<file path="config.mk">
export PLATFORM = sky130hd
export DESIGN_NAME = period_trim_ctrl
export DESIGN_NICKNAME = d
export VERILOG_FILES = /design/src/rtl/ptrim_pkg.sv /design/src/rtl/ptrim_edge_sync.sv /design/src/rtl/ptrim_stamp_counter.sv /design/src/rtl/ptrim_band_judge.sv /design/src/rtl/period_trim_ctrl.sv
export SDC_FILE = /design/constraint.sdc
export NUM_CORES = 1
export LEC_CHECK = 0
export ABC_AREA = 0
export BUFFER_PORTS_ARGS = -buffer_cell sky130_fd_sc_hd__buf_2
export CORE_MARGIN = 2
export CORE_UTILIZATION = 55
export CTS_CLUSTER_SIZE = 40
export DETAILED_ROUTE_END_ITERATION = 10
export PLACE_DENSITY = 0.82
export SLEW_MARGIN = 0
export SYNTH_ARGS = -nofsm -noshare
export SYNTH_HDL_FRONTEND = slang
export SYNTH_SLANG_ARGS = --single-unit
</file>
<file path="constraint.sdc">
create_clock -name clk -period 6.5 [get_ports clk]
set_input_delay 1.625 -clock clk [delete_from_list [all_inputs] [get_ports clk]]
set_output_delay 1.625 -clock clk [all_outputs]
set_load 0.03 [all_outputs]
</file>
<file path="src/rtl/ptrim_pkg.sv">
package ptrim_pkg;

    typedef enum logic {
        ARM_FIRST  = 1'b0,
        ARM_SECOND = 1'b1
    } meas_state_e;

    typedef enum logic [1:0] {
        STEP_HOLD = 2'd0,
        STEP_UP   = 2'd1,
        STEP_DOWN = 2'd2
    } step_e;

endpackage

</file>
<file path="src/rtl/ptrim_edge_sync.sv">
module ptrim_edge_sync #(
    parameter int STAGES = 2
) (
    input  logic clk,
    input  logic rst_n,
    input  logic async_i,
    output logic rise_o
);
    // sh_q[STAGES-1] is the synchronized level, sh_q[STAGES] its previous value
    logic [STAGES:0] sh_d, sh_q;

    always_comb begin
        sh_d = {sh_q[STAGES-1:0], async_i};
    end

    always_ff @(posedge clk) begin
        if (!rst_n) sh_q <= '0;
        else        sh_q <= sh_d;
    end

    assign rise_o = sh_q[STAGES-1] & ~sh_q[STAGES];
endmodule

</file>
<file path="src/rtl/ptrim_stamp_counter.sv">
module ptrim_stamp_counter #(
    parameter int W = 16
) (
    input  logic         clk,
    input  logic         rst_n,
    output logic [W-1:0] count_o
);
    logic [W-1:0] cnt_d, cnt_q;

    always_comb begin
        cnt_d = cnt_q + 1'b1;
    end

    always_ff @(posedge clk) begin
        if (!rst_n) cnt_q <= '0;
        else        cnt_q <= cnt_d;
    end

    assign count_o = cnt_q;
endmodule

</file>
<file path="src/rtl/ptrim_band_judge.sv">
module ptrim_band_judge import ptrim_pkg::*; #(
    parameter int W = 16
) (
    input  logic [W-1:0] interval_i,
    input  logic [W-1:0] expected_i,
    input  logic [W-1:0] tol_i,
    output step_e        step_o
);
    localparam int WX = W + 1;

    logic [WX-1:0] upper;
    logic [W-1:0]  lower;
    logic          has_lower;
    logic          too_long;
    logic          too_short;

    always_comb begin
        upper     = {1'b0, expected_i} + {1'b0, tol_i};
        has_lower = expected_i > tol_i;
        lower     = expected_i - tol_i;
        too_long  = {1'b0, interval_i} > upper;
        too_short = has_lower && (interval_i < lower);
        if (too_long)       step_o = STEP_DOWN;
        else if (too_short) step_o = STEP_UP;
        else                step_o = STEP_HOLD;
    end
endmodule

</file>
<file path="src/rtl/period_trim_ctrl.sv">
module period_trim_ctrl import ptrim_pkg::*; #(
    parameter int CNT_W       = 16,
    parameter int TRIM_W      = 6,
    parameter int TRIM_INIT   = 32,
    parameter int SYNC_STAGES = 2
) (
    input  logic              clk,
    input  logic              rst_n,
    input  logic              evt_i,
    input  logic [CNT_W-1:0]  expected_i,
    input  logic [CNT_W-1:0]  tol_i,
    output logic [TRIM_W-1:0] trim_o,
    output logic [CNT_W-1:0]  interval_o,
    output logic              valid_o
);
    localparam logic [TRIM_W-1:0] TRIM_MAX = '1;
    localparam logic [TRIM_W-1:0] TRIM_RST = TRIM_W'(TRIM_INIT);

    typedef struct packed {
        meas_state_e       st;
        logic [CNT_W-1:0]  first;
        logic [CNT_W-1:0]  intv;
        logic [TRIM_W-1:0] trim;
        logic              valid;
    } ctrl_t;

    ctrl_t r_d, r_q;

    logic             rise;
    logic [CNT_W-1:0] stamp;
    logic [CNT_W-1:0] elapsed;
    step_e            step;

    ptrim_edge_sync #(.STAGES(SYNC_STAGES)) u_sync (
        .clk     (clk),
        .rst_n   (rst_n),
        .async_i (evt_i),
        .rise_o  (rise)
    );

    ptrim_stamp_counter #(.W(CNT_W)) u_cnt (
        .clk     (clk),
        .rst_n   (rst_n),
        .count_o (stamp)
    );

    // modulo-2^CNT_W difference: one wrap between edges is harmless
    assign elapsed = stamp - r_q.first;

    ptrim_band_judge #(.W(CNT_W)) u_judge (
        .interval_i (elapsed),
        .expected_i (expected_i),
        .tol_i      (tol_i),
        .step_o     (step)
    );

    always_comb begin
        r_d       = r_q;
        r_d.valid = 1'b0;
        if (rise) begin
            if (r_q.st == ARM_FIRST) begin
                r_d.first = stamp;
                r_d.st    = ARM_SECOND;
            end else begin
                r_d.intv  = elapsed;
                r_d.valid = 1'b1;
                r_d.st    = ARM_FIRST;
                unique case (step)
                    STEP_UP:   if (r_q.trim != TRIM_MAX) r_d.trim = r_q.trim + 1'b1;
                    STEP_DOWN: if (r_q.trim != '0)       r_d.trim = r_q.trim - 1'b1;
                    default:   r_d.trim = r_q.trim;
                endcase
            end
        end
    end

    always_ff @(posedge clk) begin
        if (!rst_n) begin
            r_q.st    <= ARM_FIRST;
            r_q.first <= '0;
            r_q.intv  <= '0;
            r_q.trim  <= TRIM_RST;
            r_q.valid <= 1'b0;
        end else begin
            r_q <= r_d;
        end
    end

    assign trim_o     = r_q.trim;
    assign interval_o = r_q.intv;
    assign valid_o    = r_q.valid;
endmodule

</file>
==> flow_metrics.tcl <==
set metrics [dict create \
    worstMarginPinSlew_ps 1291 \
    layout_common_cells "nand2_1, ha_1, dfxtp_1" \
    status "finished clean" \
    ioPinCount 58 \
    synth_fp_nets 794 \
    synth_edf_count 0 \
    num_vias 4591 \
    r2r_start "u_cnt.count_o[0]" \
    setup_viol 0 \
    post-cts-setup-buffer-count 0 \
    grt_first_pass_wirelength_um 19730 \
    power_frac_seq_pct 33.7 \
    worst-r2r-cell-count 26 \
    clkLatencyLatePin_ps 350 \
    drtAntennaViolNets 0 \
    wl_um 11460 \
    fill_cells 860 \
    dpl.hpwl_um 9013 \
    grtUsageMet2_pct 39.56 \
    crit_top_cell "ha_1" \
    htreeDepth 3 \
    max_stage_delay_ps 420 \
    io_buffers 57 \
    yosys_warnings 0 \
    seq_area_frac_synth_pct 21.96 \
    antenna_found_initial 0 \
    relSlewSlack_pct 13.61 \
    synthCells 675 \
    drv_slew 0 \
    grt_pass1_vias 4539 \
    final_util_pct 61.07 \
    fp.dieArea_mm2 0.01058 \
    p_int_uw 727.7 \
    power.share.clock_pct 30.3 \
    vdd_ir_drop_max_uv 99.69 \
    max_freq_mhz 161.8 \
    syn_area_per_cell_um2 7.967 \
    cp_max_fo 6 \
    cts_tree "yes" \
    antenna_cells 0 \
    gr-usage-met3_pct 4.610 \
    fin_crit_sh_pct 95.11 \
    viasPerCell 5.440 \
    crit_type "primary input to flip-flop" \
    grt_usage_pct 22.95 \
    p_switching_uw 369.2 \
    cpLargestDelayFamily "compound AO/OA/AOI/OAI gates" \
    core_mm2 0.009639 \
    crit_slowest_cell "fa_1" \
    cts_made_buffers 9 \
    cts.sinks 59 \
    gp_congestion 0.8802 \
    required_ps 6740 \
    grt_max_degree 66 \
    ys_types 54 \
    min_period_ps 6182 \
    dr.first_iter.drc_count 177 \
    drc 0 \
    powerDensity_mw_per_mm2 186.3 \
    dr.pass1.iters 4 \
    hold_depth 1 \
    synth_area_mm2 0.005378 \
    finalPower_mw 1.097 \
    die_x_um 102.9 \
    synth_seq_cells 59 \
    final_cell_area_mm2 0.005887 \
    hold_end "u_sync.sh_q[1]" \
    die_h_um 102.9 \
    p_leak_nw 2.653 \
    rsz0062_at_grt "false" \
    clock_path_buffers 2 \
    r2r_end "trim_o[5]" \
    post_cts_resized 0 \
    hold_buffers 0 \
    skew_ps 8.716 \
    hp-start "u_sync.sh_q[0]" \
    layout_commonest_cell "nand2_1" \
    clk_pin_slew_ps 70 \
    arrival_ps 6420 \
    path_buf_inv 2 \
    grt_busiest_layer "met2" \
    min_path_type "flip-flop to flip-flop" \
    synthArstFlopShare_pct 0 \
    cap_violations 0 \
    hold_viol 0 \
    root_buffer "clkbuf_8" \
    start_util_pct 55.79 \
    swShare_pct 33.66 \
    num_rows 36 \
    drive_above_1_share_pct 13.50 \
    place_area_mm2 0.005645 \
    tns_ps 0 \
    p_comb_share_pct 36.1 \
    area_growth_pct 9.470 \
    grtUsageMet1_pct 29.02 \
    nNetsFinal 826 \
    worstSetupStartpointType "primary input" \
    end_kind "flip-flop" \
    ys.flop_type "dfxtp_1" \
    gr-total-overflow 0 \
    drt-wirelength-per-cell_um 13.58 \
    r2r_setup_slack_ps 1000 \
]
==> sequential cells by signal (all words and copies together), names as in the netlist <==
| signal | flops |
|---|---|
| u_sync.sh_q | 3 |
| trim_o | 6 |
| valid_o | 1 |
| u_cnt.count_o | 16 |
| interval_o | 16 |
| r_q | 17 |
==> per-layer routing <==
layer,up-vias,part of all wire (%)
met5,-,0
met4,0,1.5
met3,17,3.8
met2,105,49
met1,2151,46
li1,2318,-
==> area by class of cell <==
cell class	instances	area, um2	area share (%)
Clock inverter	4	51.30	0.8714
Clock buffer	11	141.4	2.402
Timing Repair Buffer	67	360.3	6.121
Multi-Input combinational cell	512	3769	64.02
Tap cell	133	166.4	2.827
Sequential cell	59	1181	20.06
Inverter	58	217.7	3.698
==> per-stage QoR <==
step / setup WS (ps) / hold slack (ps) / instances
global route: 27.64 / 460.4 / 844
floorplan: 282.5 / 411.9 / 675
CTS: 100.4 / 442.9 / 844
detailed placement: -228.3 / 426.2 / 829
finish: 318.1 / 437.1 / 844
global placement: 15.32 / 421.9 / 829
==> worst register-to-register path: stages, from the launching register on <==
cell and delay (ps):
dfxtp_1 350, inv_1 70, ha_1 160, inv_1 60, fa_1 400, a21o_1 190, a2111o_1 420, a21o_1 210
a21oi_2 170, o21ai_1 120, a21o_1 190, a21oi_1 160, xnor2_1 260, ha_1 330, a21o_1 160, a21o_1 210
o31ai_4 270, a211oi_4 100, buf_4 180, ha_1 310, a21oi_2 170, nor2b_1 70, o21a_1 180, nor2_1 90
nand2_1 60, mux2i_1 190, mux2_1 330
==> worst max path at each step <==
| stage | cells after the start | endpoint | slack (ps) | from |
|---|---|---|---|---|
| finish | 26 | trim_o[5] | 320 | expected_i[0] |
| global route | 30 | trim_o[5] | 30 | tol_i[1] |
| CTS | 30 | trim_o[5] | 100 | tol_i[1] |
| detailed placement | 30 | trim_o[5] | -230 | tol_i[1] |
| global placement | 27 | trim_o[5] | 20 | expected_i[1] |
| floorplan | 27 | trim_o[5] | 280 | tol_i[1] |
==> cell usage after synthesis (3+ instances only) <==
cell type,instances,share of area [%]
nand3_1,15,1.4
dfxtp_1,59,22
buf_2,3,0.28
nor2b_1,11,1.3
inv_1,57,4.0
a21o_1,12,1.7
and3_1,9,1.0
o21a_1,4,0.56
mux2i_1,6,1.1
nor2_1,42,2.9
nand4_1,6,0.70
or3_1,3,0.35
buf_4,22,3.1
xor2_1,12,2.0
ha_1,80,19
o21bai_1,9,1.3
a21boi_0,35,4.9
nor4_1,3,0.35
xnor2_1,50,8.1
nand2b_1,8,0.93
a21oi_1,37,3.4
clkbuf_1,21,1.5
o21ai_0,17,1.6
nor3_1,5,0.47
fa_1,4,1.5
and2_1,19,2.2
a211oi_1,6,0.84
nand2_1,86,6.0
==> cell families after synthesis <==
logic type	Yosys count	synth area share, %
XOR/XNOR	62	10.10
adder cells (fa/ha/maj)	85	20.29
AO/OA/AOI/OAI	145	18.85
AND/OR/NAND/NOR	212	18.36
buffers and inverters	104	8.865
flip-flops	59	21.96
multiplexers	8	1.582
==> power by group through the flow <==
| stage | Clock, mW | Sequential, mW | Combinational, mW |
|---|---|---|---|
| floorplan | 0 | 0.376 | 0.287 |
| global placement | 0 | 0.377 | 0.361 |
| detailed placement | 0 | 0.377 | 0.379 |
| CTS | 0.339 | 0.369 | 0.382 |
| global route | 0.354 | 0.370 | 0.446 |
| finish | 0.332 | 0.369 | 0.396 |
Note: power is estimated with default switching activity, not from simulation.
